`src/rtl/dxl_pkg.sv`:
```
package dxl_pkg;

    localparam int VA_W     = 64;
    localparam int PA_W     = 44;
    localparam int PG_SHIFT = 13;
    localparam int VPN_W    = 43 - PG_SHIFT;
    localparam int PFN_W    = PA_W - PG_SHIFT;
    localparam int ASN_W    = 8;
    localparam int MODES    = 4;
    localparam int MODE_W   = $clog2(MODES);
    localparam int STAT_W   = 5;

    localparam int ST_WR    = 0;
    localparam int ST_VIOL  = 1;
    localparam int ST_TRD   = 2;
    localparam int ST_TWR   = 3;
    localparam int ST_MISS  = 4;

    localparam logic [MODE_W-1:0] MODE_KERNEL = '0;
    localparam logic [1:0]        SP_REGION   = 2'b10;

    typedef enum logic [2:0] {
        XF_NONE   = 3'd0,
        XF_PROT   = 3'd1,
        XF_GEN    = 3'd2,
        XF_MISS   = 3'd3,
        XF_PTMISS = 3'd4
    } xl_fault_e;

    typedef enum logic [1:0] {
        RT_PHYS,
        RT_BADVA,
        RT_SUPER,
        RT_LOOKUP
    } xl_route_e;

    typedef struct packed {
        logic              valid;
        logic [VPN_W-1:0]  vpn;
        logic [ASN_W-1:0]  asn;
        logic [PFN_W-1:0]  pfn;
        logic [MODES-1:0]  rd_en;
        logic [MODES-1:0]  wr_en;
        logic              trap_rd;
        logic              trap_wr;
    } xl_entry_t;

    typedef struct packed {
        logic [PA_W-1:0]   pa;
        xl_fault_e         fault;
        logic [STAT_W-1:0] stat;
    } xl_result_t;

    function automatic logic va_canonical(input logic [VA_W-1:0] va);
        logic [VA_W-44:0] upper;
        upper = va[VA_W-1:43];
        return va[42] ? (&upper) : ~(|upper);
    endfunction

    function automatic logic [PA_W-1:0] sp_extend(input logic [PA_W-1:0] raw);
        logic [PA_W-1:0] pa;
        pa = raw;
        if (raw[39] || raw[40])
            pa[PA_W-1:40] = '1;
        else
            pa[PA_W-1:40] = '0;
        return pa;
    endfunction

endpackage

```
`src/rtl/dxl_tbuf.sv`:
```
module dxl_tbuf
    import dxl_pkg::*;
#(
    parameter int ENTRIES = 8,
    localparam int IDX_W  = $clog2(ENTRIES)
) (
    input  logic              clk,
    input  logic              rst,
    input  logic              fill_en,
    input  logic [IDX_W-1:0]  fill_idx,
    input  xl_entry_t         fill_ent,
    input  logic [VPN_W-1:0]  look_vpn,
    input  logic [ASN_W-1:0]  look_asn,
    output logic              look_hit,
    output xl_entry_t         look_ent
);

    xl_entry_t          ents [ENTRIES];
    logic [ENTRIES-1:0] match;

    for (genvar g = 0; g < ENTRIES; g++) begin : g_ent
        always_ff @(posedge clk) begin
            if (rst)
                ents[g] <= '0;
            else if (fill_en && fill_idx == IDX_W'(g))
                ents[g] <= fill_ent;
        end
        assign match[g] = ents[g].valid && ents[g].vpn == look_vpn
                          && ents[g].asn == look_asn;
    end

    // lowest-numbered matching entry wins
    always_comb begin
        look_hit = |match;
        look_ent = '0;
        for (int i = ENTRIES - 1; i >= 0; i--)
            if (match[i]) look_ent = ents[i];
    end

    a_r8_fill_visible: assert property (@(posedge clk) disable iff (rst)
        fill_en && fill_ent.valid |=> ents[$past(fill_idx)].valid)
        else $error("filled entry not valid");

endmodule

```
`src/rtl/dxl_classify.sv`:
```
module dxl_classify
    import dxl_pkg::*;
(
    input  logic [VA_W-1:0]   va,
    input  logic              write,
    input  logic              phys,
    input  logic              pte_acc,
    input  logic [MODE_W-1:0] mode,
    input  logic [1:0]        sp_en,
    input  logic              hit,
    input  xl_entry_t         ent,
    output xl_result_t        res,
    output xl_route_e         route
);

    logic [STAT_W-1:0] wbit;
    assign wbit = write ? STAT_W'(1 << ST_WR) : '0;

    always_comb begin
        res   = '0;
        route = RT_LOOKUP;
        if (phys) begin
            route  = RT_PHYS;
            res.pa = va[PA_W-1:0];
        end else if (!va_canonical(va)) begin
            route     = RT_BADVA;
            res.fault = XF_PROT;
            res.stat  = wbit | STAT_W'(1 << ST_VIOL);
        end else if (sp_en[1] && va[42:41] == SP_REGION) begin
            route = RT_SUPER;
            if (mode != MODE_KERNEL) begin
                res.fault = XF_PROT;
                res.stat  = wbit | STAT_W'(1 << ST_VIOL);
            end else begin
                res.pa = sp_extend(va[PA_W-1:0]);
            end
        end else if (!hit) begin
            res.fault = pte_acc ? XF_PTMISS : XF_MISS;
            res.stat  = wbit | STAT_W'(1 << ST_MISS);
        end else if (write) begin
            if (!ent.wr_en[mode]) begin
                res.fault = XF_GEN;
                res.stat  = wbit | STAT_W'(1 << ST_VIOL)
                          | (ent.trap_wr ? STAT_W'(1 << ST_TWR) : '0);
            end else if (ent.trap_wr) begin
                res.fault = XF_GEN;
                res.stat  = wbit | STAT_W'(1 << ST_TWR);
            end else begin
                res.pa = {ent.pfn, va[PG_SHIFT-1:0]};
            end
        end else begin
            if (!ent.rd_en[mode]) begin
                res.fault = XF_PROT;
                res.stat  = STAT_W'(1 << ST_VIOL)
                          | (ent.trap_rd ? STAT_W'(1 << ST_TRD) : '0);
            end else if (ent.trap_rd) begin
                res.fault = XF_GEN;
                res.stat  = STAT_W'(1 << ST_TRD);
            end else begin
                res.pa = {ent.pfn, va[PG_SHIFT-1:0]};
            end
        end
    end

endmodule

```
`src/rtl/dxl_counters.sv`:
```
module dxl_counters
    import dxl_pkg::*;
#(
    parameter int CNT_W = 16
) (
    input  logic              clk,
    input  logic              rst,
    input  logic              fire,
    input  logic              write,
    input  xl_route_e         route,
    input  xl_result_t        res,
    output logic [CNT_W-1:0]  acc  [2],
    output logic [CNT_W-1:0]  miss [2],
    output logic [CNT_W-1:0]  viol [2]
);

    logic is_lookup, is_miss, is_viol;
    assign is_lookup = route == RT_LOOKUP;
    assign is_miss   = res.stat[ST_MISS];
    assign is_viol   = res.fault != XF_NONE && !is_miss;

    // index 0 counts loads, index 1 counts stores
    for (genvar d = 0; d < 2; d++) begin : g_dir
        logic sel;
        assign sel = fire && (write == d[0]);
        always_ff @(posedge clk) begin
            if (rst) begin
                acc[d]  <= '0;
                miss[d] <= '0;
                viol[d] <= '0;
            end else if (sel) begin
                if (is_lookup) acc[d]  <= acc[d] + 1'b1;
                if (is_miss)   miss[d] <= miss[d] + 1'b1;
                if (is_viol)   viol[d] <= viol[d] + 1'b1;
            end
        end
    end

    a_r13_miss_is_lookup: assert property (@(posedge clk) disable iff (rst)
        fire && is_miss |-> is_lookup)
        else $error("miss outside lookup route");

endmodule

```
`src/rtl/dxlate_unit.sv`:
```
module dxlate_unit
    import dxl_pkg::*;
#(
    parameter int ENTRIES = 8,
    parameter int CNT_W   = 16,
    localparam int IDX_W  = $clog2(ENTRIES)
) (
    input  logic                 clk,
    input  logic                 rst,
    input  logic                 req_valid,
    input  logic [63:0]          req_va,
    input  logic                 req_write,
    input  logic                 req_phys,
    input  logic                 req_pte_acc,
    input  logic [1:0]           req_mode,
    input  logic [1:0]           req_sp_en,
    input  logic [7:0]           req_asn,
    input  logic                 fill_en,
    input  logic [IDX_W-1:0]     fill_idx,
    input  logic [29:0]          fill_vpn,
    input  logic [7:0]           fill_asn,
    input  logic [30:0]          fill_pfn,
    input  logic [3:0]           fill_rd_en,
    input  logic [3:0]           fill_wr_en,
    input  logic                 fill_trap_rd,
    input  logic                 fill_trap_wr,
    output logic                 rsp_valid,
    output logic [43:0]          rsp_pa,
    output logic [2:0]           rsp_fault,
    output logic [4:0]           rsp_stat,
    output logic [CNT_W-1:0]     cnt_rd_acc,
    output logic [CNT_W-1:0]     cnt_wr_acc,
    output logic [CNT_W-1:0]     cnt_rd_miss,
    output logic [CNT_W-1:0]     cnt_wr_miss,
    output logic [CNT_W-1:0]     cnt_rd_viol,
    output logic [CNT_W-1:0]     cnt_wr_viol
);

    xl_entry_t  fill_ent, hit_ent;
    logic       hit;
    xl_result_t res, res_q;
    xl_route_e  route;
    logic [CNT_W-1:0] acc [2];
    logic [CNT_W-1:0] miss [2];
    logic [CNT_W-1:0] viol [2];

    always_comb begin
        fill_ent         = '0;
        fill_ent.valid   = 1'b1;
        fill_ent.vpn     = fill_vpn;
        fill_ent.asn     = fill_asn;
        fill_ent.pfn     = fill_pfn;
        fill_ent.rd_en   = fill_rd_en;
        fill_ent.wr_en   = fill_wr_en;
        fill_ent.trap_rd = fill_trap_rd;
        fill_ent.trap_wr = fill_trap_wr;
    end

    dxl_tbuf #(.ENTRIES(ENTRIES)) u_tbuf (
        .clk      (clk),
        .rst      (rst),
        .fill_en  (fill_en),
        .fill_idx (fill_idx),
        .fill_ent (fill_ent),
        .look_vpn (req_va[42:PG_SHIFT]),
        .look_asn (req_asn),
        .look_hit (hit),
        .look_ent (hit_ent)
    );

    dxl_classify u_cls (
        .va      (req_va),
        .write   (req_write),
        .phys    (req_phys),
        .pte_acc (req_pte_acc),
        .mode    (req_mode),
        .sp_en   (req_sp_en),
        .hit     (hit),
        .ent     (hit_ent),
        .res     (res),
        .route   (route)
    );

    dxl_counters #(.CNT_W(CNT_W)) u_cnt (
        .clk   (clk),
        .rst   (rst),
        .fire  (req_valid),
        .write (req_write),
        .route (route),
        .res   (res),
        .acc   (acc),
        .miss  (miss),
        .viol  (viol)
    );

    always_ff @(posedge clk) begin
        if (rst) begin
            rsp_valid <= 1'b0;
            res_q     <= '0;
        end else begin
            rsp_valid <= req_valid;
            if (req_valid) res_q <= res;
        end
    end

    assign rsp_pa      = rsp_valid ? res_q.pa : '0;
    assign rsp_fault   = rsp_valid ? res_q.fault : XF_NONE;
    assign rsp_stat    = rsp_valid ? res_q.stat : '0;
    assign cnt_rd_acc  = acc[0];
    assign cnt_wr_acc  = acc[1];
    assign cnt_rd_miss = miss[0];
    assign cnt_wr_miss = miss[1];
    assign cnt_rd_viol = viol[0];
    assign cnt_wr_viol = viol[1];

    a_r2_one_cycle: assert property (@(posedge clk) disable iff (rst)
        req_valid |=> rsp_valid)
        else $error("response missing");
    a_r2_no_spurious: assert property (@(posedge clk) disable iff (rst)
        !req_valid |=> !rsp_valid)
        else $error("spurious response");
    a_r2_fault_pa_zero: assert property (@(posedge clk) disable iff (rst)
        rsp_valid && rsp_fault != XF_NONE |-> rsp_pa == '0)
        else $error("address on fault");
    a_r7_miss_type: assert property (@(posedge clk) disable iff (rst)
        rsp_valid && rsp_stat[ST_MISS] |-> rsp_fault == XF_MISS || rsp_fault == XF_PTMISS)
        else $error("miss bit with wrong type");
    a_r13_idle_stable: assert property (@(posedge clk) disable iff (rst)
        !req_valid |=> $stable(cnt_rd_acc) && $stable(cnt_wr_acc)
                       && $stable(cnt_rd_viol) && $stable(cnt_wr_viol))
        else $error("counter moved while idle");
    a_r5_super_user: assert property (@(posedge clk) disable iff (rst)
        req_valid && !req_phys && req_sp_en[1] && req_va[42:41] == SP_REGION
        && va_canonical(req_va) && req_mode != MODE_KERNEL
        |=> rsp_fault == XF_PROT && rsp_stat[ST_VIOL])
        else $error("user superpage not rejected");

endmodule

```
`config.mk`:
```
export PLATFORM = sky130hd
export DESIGN_NAME = dxlate_unit
export DESIGN_NICKNAME = d
export VERILOG_FILES = /design/src/rtl/dxl_pkg.sv /design/src/rtl/dxl_tbuf.sv /design/src/rtl/dxl_classify.sv /design/src/rtl/dxl_counters.sv /design/src/rtl/dxlate_unit.sv
export SDC_FILE = /design/constraint.sdc
export NUM_CORES = 2
export LEC_CHECK = 0
export BUFFER_PORTS_ARGS = -buffer_cell sky130_fd_sc_hd__buf_2
export CORE_AREA = 8 8 322 324
export CTS_BUF_LIST = sky130_fd_sc_hd__clkbuf_16
export CTS_CLUSTER_DIAMETER = 120
export CTS_CLUSTER_SIZE = 14
export DETAILED_ROUTE_END_ITERATION = 8
export DIE_AREA = 0 0 330 332
export GPL_TIMING_DRIVEN = 0
export PLACE_DENSITY = 0.59
export SETUP_SLACK_MARGIN = 0.4
export SYNTH_ARGS = -nofsm -noshare
export SYNTH_HDL_FRONTEND = slang
export SYNTH_SLANG_ARGS = --single-unit
```
`constraint.sdc`:
```
create_clock -name clk -period 5 [get_ports clk]
set_input_delay 0.75 -clock clk [delete_from_list [all_inputs] [get_ports clk]]
set_output_delay 0.75 -clock clk [all_outputs]
set_load 0.05 [all_outputs]
```
---- Word level (Yosys, flattened, before mapping) ----
Memory sizes are Yosys's and may differ from the RTL's.
Index checks and enable logic that the tools add are counted.
cells by class
  add/sub/neg operators ................... 6
  magnitude comparators ................... 1
  equality and inequality tests ........... 25
  mux-type cells .......................... 76
  bitwise operators ....................... 11
  reductions and logical operators ........ 42
operators with widths
  kind                                                 number
  two-way mux 80 bit                                   8
  two-way mux 44 bit                                   9
  two-way mux 41 bit                                   8
  equality test 30 bit                                 8
  two-way mux 52 bit                                   2
  adder 16 x 1 -> 16 bit, second input constant        6
  equality test 8 bit                                  8
  two-way mux 8 bit                                    5
  two-way mux 1 bit                                    31
  logical AND 1 bit                                    28
  AND reduction 21 bit                                 1
  OR reduction 21 bit                                  1
  two-way mux 7 bit                                    2
  equality test 3 bit, second input constant           4
  AND reduction 2 bit                                  6
  two-way mux 3 bit                                    3
  two-way mux 4 bit                                    2
  OR 1 bit                                             8
  OR reduction 8 bit                                   1
  equality test 3 x 2 -> 1 bit, second input constant  2
  two-way mux 6 bit                                    1
  two-way mux 5 bit                                    1
  OR 5 bit                                             1
  binary-select mux 1 bit (select 2 bit)               2
  other kinds (10)                                     13
word-level totals
  register bits ........................... 149
  RAM bits ................................ 640
  memories ................................ 1
memory list
  name         words  width  rd ports  clocked after Yosys merged registers in  wr ports  RTL line        RTL
  u_tbuf.ents  8      80     8         0                                        8         dxl_tbuf.sv:18  xl_entry_t ents [ENTRIES];

---- Logic depth before layout (Yosys ltp) ----
An unclocked memory read counts as a cell.
  depth after elaboration ................. 23
  depth in mapped cells ................... 17
  depth with buffers taken out ............ 12

---- Cells and area by module ----
From an unflattened synthesis, not the netlist that was laid out.
unflattened totals
  cell total of the unflattened synthesis .. 4023
  area total of the unflattened synthesis .. 42861.1 µm²
by module, submodules not included
  module        instances  cells an instance  area an instance (µm²)  seq. area each (µm²)
  dxl_tbuf      1          3156               35325.1                 19218.4
  dxl_counters  1          519                4390.5                  1921.8
  dxlate_unit   1          228                2242.2                  1061.0
  dxl_classify  1          120                903.4                   0.0

---- Least setup slack after synthesis ----
No wires, ideal clock.
  path kind ............................... input to register
  start ................................... in fill_idx[0]
  end ..................................... mem u_tbuf.ents[0][240] (netlist name) (enable)
  setup time .............................. 0.535 ns
  arrival time ............................ 4.837 ns
  setup slack ............................. -0.372 ns
  stages .................................. 3
  path buffers ............................ 1
  path through ............................ clkbuf_1 > nand2_1 > o21bai_1
RTL lines
  what             RTL line           RTL
  start, declared  dxlate_unit.sv:19  input logic [IDX_W-1:0] fill_idx,
  end, declared    dxl_tbuf.sv:18

---- Worst setup path in the final report ----
  start ................................... in req_va[42]
  end ..................................... reg res_q[32] (netlist name)
between the ends
  longest elaborated chain between the ends .. 19
  elaborated cells on any way between the ends .. 49
  those cells by class .................... eq/ne (9); mux (22); reduce/logical (18)
ends and longest elaborated chain
  what                                                              RTL line                                RTL
  start, declared                                                   dxlate_unit.sv:11                       input logic [63:0] req_va,
  equality test 30 bit                                              dxl_tbuf.sv:28                          assign match[g] = ents[g].valid && ents[g].vpn == look_vpn
  logical AND 1 bit                                                 dxl_tbuf.sv:28
  logical AND 1 bit                                                 dxl_tbuf.sv:29                          && ents[g].asn == look_asn;
  two-way mux 41 bit (8 in series)                                  dxl_tbuf.sv:37                          if (match[i]) look_ent = ents[i];
  binary-select mux 1 bit (select 2 bit), on equally long branches  dxl_classify.sv:52, dxl_classify.sv:41
  two-way mux 1 bit, on equally long branches                       dxl_classify.sv:52, dxl_classify.sv:41
  two-way mux 44 bit, on equally long branches                      dxl_classify.sv:52, dxl_classify.sv:41
  two-way mux 52 bit                                                dxl_classify.sv:40                      end else if (write) begin
  two-way mux 44 bit                                                dxl_classify.sv:37                      end else if (!hit) begin
  two-way mux 52 bit                                                dxl_classify.sv:29                      end else if (sp_en[1] && va[42:41] == SP_REGION) begin
  two-way mux 44 bit *                                              dxl_classify.sv:25                      end else if (!va_canonical(va)) begin
  two-way mux 44 bit *                                              dxl_classify.sv:22                      if (phys) begin
  end signal, assigned                                              dxlate_unit.sv:102                      if (req_valid) res_q <= res;
  end, declared                                                     dxlate_unit.sv:41                       xl_result_t res, res_q;
Mark *: on every way between the ends. The rest lies on a longest branch, timed or not. The select of a mux whose other input is x is not followed.
A chain may end at the register's enable or synchronous reset.

==> impl_metrics.ini <==
[status]
outcome = finished, violations left
failed_checks = capacitance limit

[timing]
slew_headroom = 0.00376
hold_viol_final = 0
layout_min_cycle_time_ns = 4.54
post-route-period-util = 0.908
slew_viol_final = 0
setup_viol = 0
fin_ws_ns = 0.459
fmax_ghz = 0.220
fin_setup_tns_ns = 0
finalClockSkew_ns = 0.0309
worstMarginPinSlew_ns = 1.49
rsz0062_at_grt = yes

[synth]
synthAdderAreaFrac = 0.00192
synth_xor_area_frac = 0.0759
synth_top_family_by_area = simple AND/OR/NAND/NOR gates
synth_cell_types = 80
synthTopCellsByCount = and2_1, edfxtp_1, nand2_1
yosys.area_share.simple = 0.233
synth-compound-area-share = 0.0703
synthArstFlopShare = 0
synth_top_area_cell = edfxtp_1
syn_area_sq_mm = 0.0391
seq_area_frac_synth = 0.567
synth_most_common_cell = and2_1
syn_nets = 3741
synth_seq_cells = 789
synthMuxAreaShare = 0.0191
synth_edf_count = 639
synthFlopType = edfxtp_1
syn_area_per_cell_sq_um = 11.0
netlist_instances = 3570
yosys_warnings = 0
synth.top_cell.area_share = 0.491
netlist_top_cells_area = edfxtp_1, and2_1, dfxtp_1

[final_layout]
layout-drive-gt1-share = 0.134
final_util = 0.455
stdcell_area_sq_mm = 0.0450
area_growth_syn_to_layout_pct = 15.1
fin_nets = 4117

[setup_path]
crit_type = in2reg
cp-start-kind = input port
crit_slowest_cell = clkbuf_4
cp.arrival_ns = 5.09
cp_slowest_stage_delay_ns = 0.40
crit_path_max_fanout = 10
path_buf_inv = 6
critPathTopFamily = buffers and inverters
end_kind = flop
crit_chain = buf_2 > buf_6 > xor2_1 > nor4_1 > nand4_1 > buf_4 > nor3_4 > clkbuf_4 > nand3_1 > a31oi_1 > o311a_1 > o211ai_2 > a31o_2 > nor4_4 > buf_4 > buf_2 > a21oi_1 > nor3_1
cp.required_ns = 5.55

[routing]
drt_iter0_drc = 3574
wl_um = 139000
via_per_inst = 5.56
first_pass_iters = 5
vias = 29400
wire_per_inst_um = 26.4
drc = 0
antenna_left = 0

[power_and_ir_drop]
p_comb_frac = 0.097
p_total_w = 0.0139
switching_share = 0.258
p_leak_nw = 16.6
p_seq_frac = 0.547
ir_worst_vdd_mv = 0.238
power_switching_w = 0.00360
pwr-share-clk = 0.356
p_int_w = 0.0103
p_per_area_mw_per_mm2 = 310

[placement]
pre_cts_ws_ns = -1.07
placed_area_sq_mm = 0.0426
gp_congestion = 0.921
portBuffers = 275
dp_hpwl_um = 103000

[floorplanning]
fp.dieArea_sq_mm = 0.110
num_rows = 116
die_w_um = 330
core_sq_mm = 0.0990
start_util = 0.395
die_h_um = 332
num_io_pins = 314

[global_route]
grt_pass1_vias = 27800
track_usage = 0.245
grt_pass1_wl_um = 197000
grt_max_degree = 56
antenna_found_initial = 14
grt_remaining_overflow = 0

[clock_tree]
path_clk_slew_ns = 0.07
cts_hold_buf = 0
clk_latency_ns = 0.64
cts_tree = done
ctsHtreeMaxLevel = 3
clockBufferDepth = 3
root_buffer = clkbuf_16
cts_buffers = 66
clkSinkCount = 789

[worst_hold_path]
holdCritPathClass = in2reg

[flow_run]
max-cap-violations = 1
## cell families (layout without fill, tap and decap cells)
| group | Yosys count | count (layout) |
|---|---|---|
| other cells | 0 | 9 |
| fa+ha+maj | 6 | 6 |
| compound gates | 431 | 431 |
| mux | 71 | 71 |
| buf+inv | 283 | 693 |
| xor+xnor | 339 | 339 |
| simple gates | 1651 | 1651 |
| flops | 789 | 789 |
## stage by stage
stage,std cells,hold slack [ns]
after floorplan,3570,0.436
after global placement,5143,0.445
after detailed placement,5162,0.452
after CTS,5270,0.312
after global routing,5280,0.322
final,5287,0.346
## metal layers
| metal | vias to the layer above | track usage | part of all wire |
|---|---|---|---|
| met5 | - | 0 | 0.00057 |
| met4 | 12 | 0.0962 | 0.041 |
| met3 | 273 | 0.0447 | 0.090 |
| met2 | 1416 | 0.390 | 0.46 |
| met1 | 14300 | 0.330 | 0.41 |
| li1 | 13300 | - | - |
## flip-flops by register name, summed over array words and instances, names as in the netlist
name,cells
u_tbuf.ents,640
rsp_valid,1
u_cnt.miss,32
u_cnt.acc,32
u_cnt.viol,32
res_q,52
## placed cells by master (no fill, tap or decap), types with 85 or more instances in the layout
master | netlist | routed
clkbuf_1 | 159 | 153
and2_1 | 695 | 695
nand2_1 | 239 | 239
edfxtp_1 | 639 | 639
nand3_1 | 88 | 85
xor2_1 | 117 | 117
nor2_1 | 230 | 229
xnor2_1 | 222 | 204
dfxtp_1 | 150 | 150
a21oi_1 | 102 | 102
o21ai_0 | 134 | 133
nand4_1 | 120 | 120
buf_2 | 21 | 296
inv_1 | 59 | 87
## power by group through the flow
stage / logic [W] / registers (W) / clock network, W
final: 0.00135 / 0.00762 / 0.00496
after global routing: 0.00141 / 0.00765 / 0.00522
after CTS: 0.00131 / 0.00761 / 0.00500
after detailed placement: 0.00129 / 0.00776 / 0
after global placement: 0.00124 / 0.00777 / 0
after floorplan: 0.000685 / 0.00773 / 0
## cell type report
class / count / area, sq um
Sequential cell: 789 / 22200
Fill cell: 9309 / 54000
Inverter: 60 / 225
Buffer: 223 / 1070
Clock inverter: 34 / 179
Tap cell: 1298 / 1620
Multi-Input combinational cell: 2498 / 16100
Timing Repair Buffer: 308 / 1890
Clock buffer: 68 / 1700
Antenna cell: 9 / 22.5
## worst reg2reg max path, delay by kind of cell, from the launching register on
family,cells,cell delay [ns]
XOR/XNOR,1,0.46
multiplexers,1,0.35
flip-flops,1,0.40
AO/OA/AOI/OAI,5,1.16
AND/OR/NAND/NOR,5,1.24
buffers and inverters,3,0.79
## what timing repair did
action / in CTS / in global routing
setup endpoints to repair: 92 / 74
setup buffers: 6 / 8
cloned: 0 / 0
pin swaps: 4 / 9
gates resized for setup: 34 / 37
## final timing paths
path	from	to	slack [ns]	cells past startpoint
worst max-delay path	req_va[42]	res_q[32]$_SDFFE_PP0P_	0.46	18
worst min register to register	res_q[2]$_SDFFE_PP0P_	res_q[2]$_SDFFE_PP0P_	0.46	2
worst min-delay path	req_va[6]	res_q[14]$_SDFFE_PP0P_	0.35	2
worst max register to register	u_tbuf.ents[1][217]$_SDFFCE_PN0P_	u_cnt.viol[12]$_SDFFE_PP0P_	0.50	15
Power figures use the tool's default switching activity.
